## config.mk

```make
export PLATFORM = sky130hd
export DESIGN_NAME = slice_alu
export DESIGN_NICKNAME = d
export VERILOG_FILES = /design/src/rtl/slice_alu_pkg.sv /design/src/rtl/fa_cell.sv /design/src/rtl/sel4_cell.sv /design/src/rtl/alu_bit.sv /design/src/rtl/slice_alu.sv
export SDC_FILE = /design/constraint.sdc
export NUM_CORES = 1
export LEC_CHECK = 0
export ABC_AREA = 1
export BUFFER_PORTS_ARGS = -buffer_cell sky130_fd_sc_hd__buf_2
export CORE_AREA = 2 2 39 41
export DETAILED_ROUTE_END_ITERATION = 6
export DIE_AREA = 0 0 41 43
export PLACE_DENSITY = 0.56
export SETUP_SLACK_MARGIN = 0.02
export SYNTH_ARGS = -nofsm -noshare
export SYNTH_HDL_FRONTEND = slang
export SYNTH_SLANG_ARGS = --single-unit
```

## constraint.sdc

```tcl
create_clock -name vclk -period 7.7
set_clock_uncertainty 0.05 [all_clocks]
set_input_delay 2.31 -clock vclk [all_inputs]
set_output_delay 2.31 -clock vclk [all_outputs]
set_load 0.02 [all_outputs]
```

## src/rtl/slice_alu_pkg.sv

```systemverilog
package slice_alu_pkg;
    typedef enum logic [1:0] {
        FN_AND = 2'b00,
        FN_OR  = 2'b01,
        FN_ADD = 2'b10,
        FN_SUB = 2'b11
    } alu_fn_e;

    typedef struct packed {
        logic c;
        logic v;
        logic n;
        logic z;
    } ccr_t;
endpackage

```

## src/rtl/fa_cell.sv

```systemverilog
module fa_cell (
    input  logic x,
    input  logic y,
    input  logic ci,
    output logic s,
    output logic co
);
    always_comb begin
        s  = x ^ y ^ ci;
        co = (x & y) | (ci & (x ^ y));
    end
endmodule

```

## src/rtl/sel4_cell.sv

```systemverilog
module sel4_cell (
    input  logic [1:0] sel,
    input  logic       d0,
    input  logic       d1,
    input  logic       d2,
    input  logic       d3,
    output logic       q
);
    always_comb begin
        unique case (sel)
            2'b00:   q = d0;
            2'b01:   q = d1;
            2'b10:   q = d2;
            default: q = d3;
        endcase
    end
endmodule

```

## src/rtl/alu_bit.sv

```systemverilog
module alu_bit (
    input  logic [1:0] fn,
    input  logic       ai,
    input  logic       bi,
    input  logic       cin,
    output logic       ri,
    output logic       cout
);
    import slice_alu_pkg::*;

    logic b_eff;
    logic sum_bit;

    // B is inverted locally when the code asks for subtraction
    always_comb b_eff = bi ^ (fn == FN_SUB);

    fa_cell u_fa (
        .x (ai),
        .y (b_eff),
        .ci(cin),
        .s (sum_bit),
        .co(cout)
    );

    sel4_cell u_sel (
        .sel(fn),
        .d0 (ai & bi),
        .d1 (ai | bi),
        .d2 (sum_bit),
        .d3 (sum_bit),
        .q  (ri)
    );
endmodule

```

## src/rtl/slice_alu.sv

```systemverilog
module slice_alu #(
    parameter int WIDTH = 4
) (
    input  logic [WIDTH-1:0] a,
    input  logic [WIDTH-1:0] b,
    input  logic [1:0]       fn,
    output logic [WIDTH-1:0] y,
    output logic [3:0]       ccr
);
    import slice_alu_pkg::*;

    localparam int MSB = WIDTH - 1;

    logic [WIDTH:0]   carry;
    logic [WIDTH-1:0] res;
    ccr_t             flags;

    // Carry into bit 0 is set for subtraction only
    always_comb carry[0] = (fn == FN_SUB);

    for (genvar i = 0; i < WIDTH; i++) begin : g_bit
        alu_bit u_bit (
            .fn  (fn),
            .ai  (a[i]),
            .bi  (b[i]),
            .cin (carry[i]),
            .ri  (res[i]),
            .cout(carry[i+1])
        );
    end

    always_comb begin
        flags.c = carry[WIDTH];
        flags.v = carry[WIDTH] ^ carry[MSB];
        flags.n = res[MSB];
        flags.z = (res == '0);
        y       = res;
        ccr     = flags;                      // packing
    end

    // Arithmetic cross-checks of the slice chain
    logic [WIDTH:0] ref_add;
    logic [WIDTH:0] ref_sub;
    always_comb begin
        ref_add = {1'b0, a} + {1'b0, b};
        ref_sub = {1'b0, a} + {1'b0, ~b} + {{WIDTH{1'b0}}, 1'b1};
        if (fn == FN_AND) begin
            p_and_result_r1: assert (res == (a & b))
                else $error("R1 AND result mismatch");
        end
        if (fn == FN_OR) begin
            p_or_result_r2: assert (res == (a | b))
                else $error("R2 OR result mismatch");
        end
        if (fn == FN_ADD) begin
            p_add_sum_r3: assert ({carry[WIDTH], res} == ref_add)
                else $error("R3 add sum mismatch");
        end
        if (fn == FN_SUB) begin
            p_sub_sum_r4: assert ({carry[WIDTH], res} == ref_sub)
                else $error("R4 subtract mismatch");
        end
        if (fn != FN_SUB) begin
            p_logic_carry_r10: assert (carry[WIDTH] == ref_add[WIDTH])
                else $error("R10 carry not from a+b");
        end
        if (fn == FN_ADD) begin
            p_overflow_sign_r7: assert (flags.v ==
                ((a[MSB] == b[MSB]) && (res[MSB] != a[MSB])))
                else $error("R7 overflow mismatch");
        end
    end
endmodule

```

==> metrics <==
Critical path buffers and inverters=4; CP Max Fanout=8; Nets=94; Max Cap Violations=0; row count=14; hold buffers post-CTS=0; Power per Cell Area=94.3 mW/mm^2; Initial Util=30.5%; Antenna Cells=0; Max stage delay cell, worst path=fa_1; cell mode on critical path=fa_1; Setup crit end kind=output port; Area Overhead vs Synth=12.8%; Synthesis Warnings=0; setup repair bufs after CTS=0; setup TNS=0 ns; Iteration-0 DRC Markers=12; WP data required=5.34 ns; Die Area=0.00176 mm^2; FF+latch count=0; Final Non-Filler Cells=93; first-pass GRT wire length=around 1100 um; Final Slew Violations=0; First-pass DRT Iterations=4; crit-path leading delay family=adder cells; commonest non-fill, non-tap cell in the layout=buf_2; crit path kind=in -> out; Hold Crit Class=in -> out; PnR worst setup slack=0.583 ns; Final Core Density=34.4%; Tot GR Track Use=8.64%; Die Ht=43 um; antenna-violating nets left=0; Syn Inst Count=66; unrepaired setup endpoints after global routing=no; Tmin final=about 7.1 ns; Worst VDD drop=roughly 0.024 mV; WL per Instance=6.87 um; Syn Area/Cell=6.39 um^2; cells along the critical path=buf_2 > nand2_1 > xor2_1 > fa_1 > fa_1 > inv_1 > fa_1 > nand2_1 > nand3_2 > inv_2 > nand2_2 > nor2_2 > buf_2; vias in the first global route=280; DP HPWL=592 um; final setup vio count=0; Place WS=~0.57 ns; sequential fraction of the synthesis area=0%; dpl cells=93; Max-slew headroom=85.9%; Netlist cell types=16; synthesized cell area=422 um^2; core area=0.00138 mm^2; Routed WL=between 600 and 700 um; remaining global-route overflow=0; fin crit share=between 90% and 100%; slowest stage delay, CP=0.43 ns; Pleak=~0.00030 uW; syn nets=81; initial antenna violation count=0; # clk buffers=0; Top Ports=18; DRC=0; GP Congestion=0.717; CTS resizes=0; pin slew with the least headroom to its limit=0.209 ns; largest net degree at the start of global routing=9; Port-buffer cells=18; endpoints failing hold=0; status=complete, no violations; share of cells above drive strength 1=44.2%; WP data arrival=4.76 ns; Storage cell area=0 um^2; fmax=141 MHz; Fin Hold WS=5.05 ns; die width=41 um; startpoint types=primary input; via-per-instance ratio=3.89; Vias=about 360; commonest non-fill, non-tap cells in the layout=18 x buf_2, 16 x nand2_1, 14 x inv_1, 4 x inv_2, 4 x nand2_2
worst paths after layout:
| kind | start | endpoint | slack (ns) | cells past startpoint |
|---|---|---|---|---|
| worst max-delay path | fn[1] | ccr[0] | 0.58 | 13 |
| worst min-delay path | b[3] | y[3] | 5.05 | 6 |
final cells by class:
type / count / area, um^2
timing repair buffer: 18 / 90.1
inverter: 18 / 67.6
fill: 163 / 908
multi-input combinational: 41 / 298
tap: 16 / 20.0
cells in the mapped netlist, drive strengths merged:
cell	number	area, um^2
buf	7	56.3
fa	3	60.1
ha	2	25.0
inv	18	67.6
nand2	20	85.1
nand3	2	20.0
nand3b	1	7.51
nor2	8	60.1
o21ai	1	5.00
xnor2	1	8.76
xor2	3	26.3
metrics by stage:
| stage | cell area, um^2 | power [uW] |
|---|---|---|
| detailed placement | 475 | 45.4 |
| global placement | 475 | 45.0 |
| finish | 475 | 44.8 |
| CTS | 475 | 45.5 |
| global route | 475 | 51.0 |
| floorplan | 422 | 39.9 |
cell families (layout without fill, tap and decap cells):
logic type / after synthesis / count (layout) / synth area share (%)
AND/OR/NAND/NOR: 31 / 31 / 41.0
adder cells (fa/ha/maj): 5 / 5 / 20.2
XOR/XNOR: 4 / 4 / 8.31
buffers and inverters: 25 / 36 / 29.4
AO/OA/AOI/OAI: 1 / 1 / 1.19
power by group:
part	total [uW]	switching (uW)	internal [uW]	leakage, uW
logic	44.8	27.9	16.9	0.000298
clock network	0	0	0	0
registers	0	0	0	0
total	44.8	27.9	16.9	0.000298
layer usage:
| metal | wire length [um] | vias to the layer above | global-route usage, % |
|---|---|---|---|
| met4 | 0 | 0 | 0 |
| li1 | - | 201 | - |
| met2 | 308 | 8 | 13.4 |
| met1 | 298 | 153 | 13.9 |
| met5 | 0 | - | 0 |
| met3 | 32 | 0 | 0 |
No activity file was read; power rests on OpenSTA's default activity.
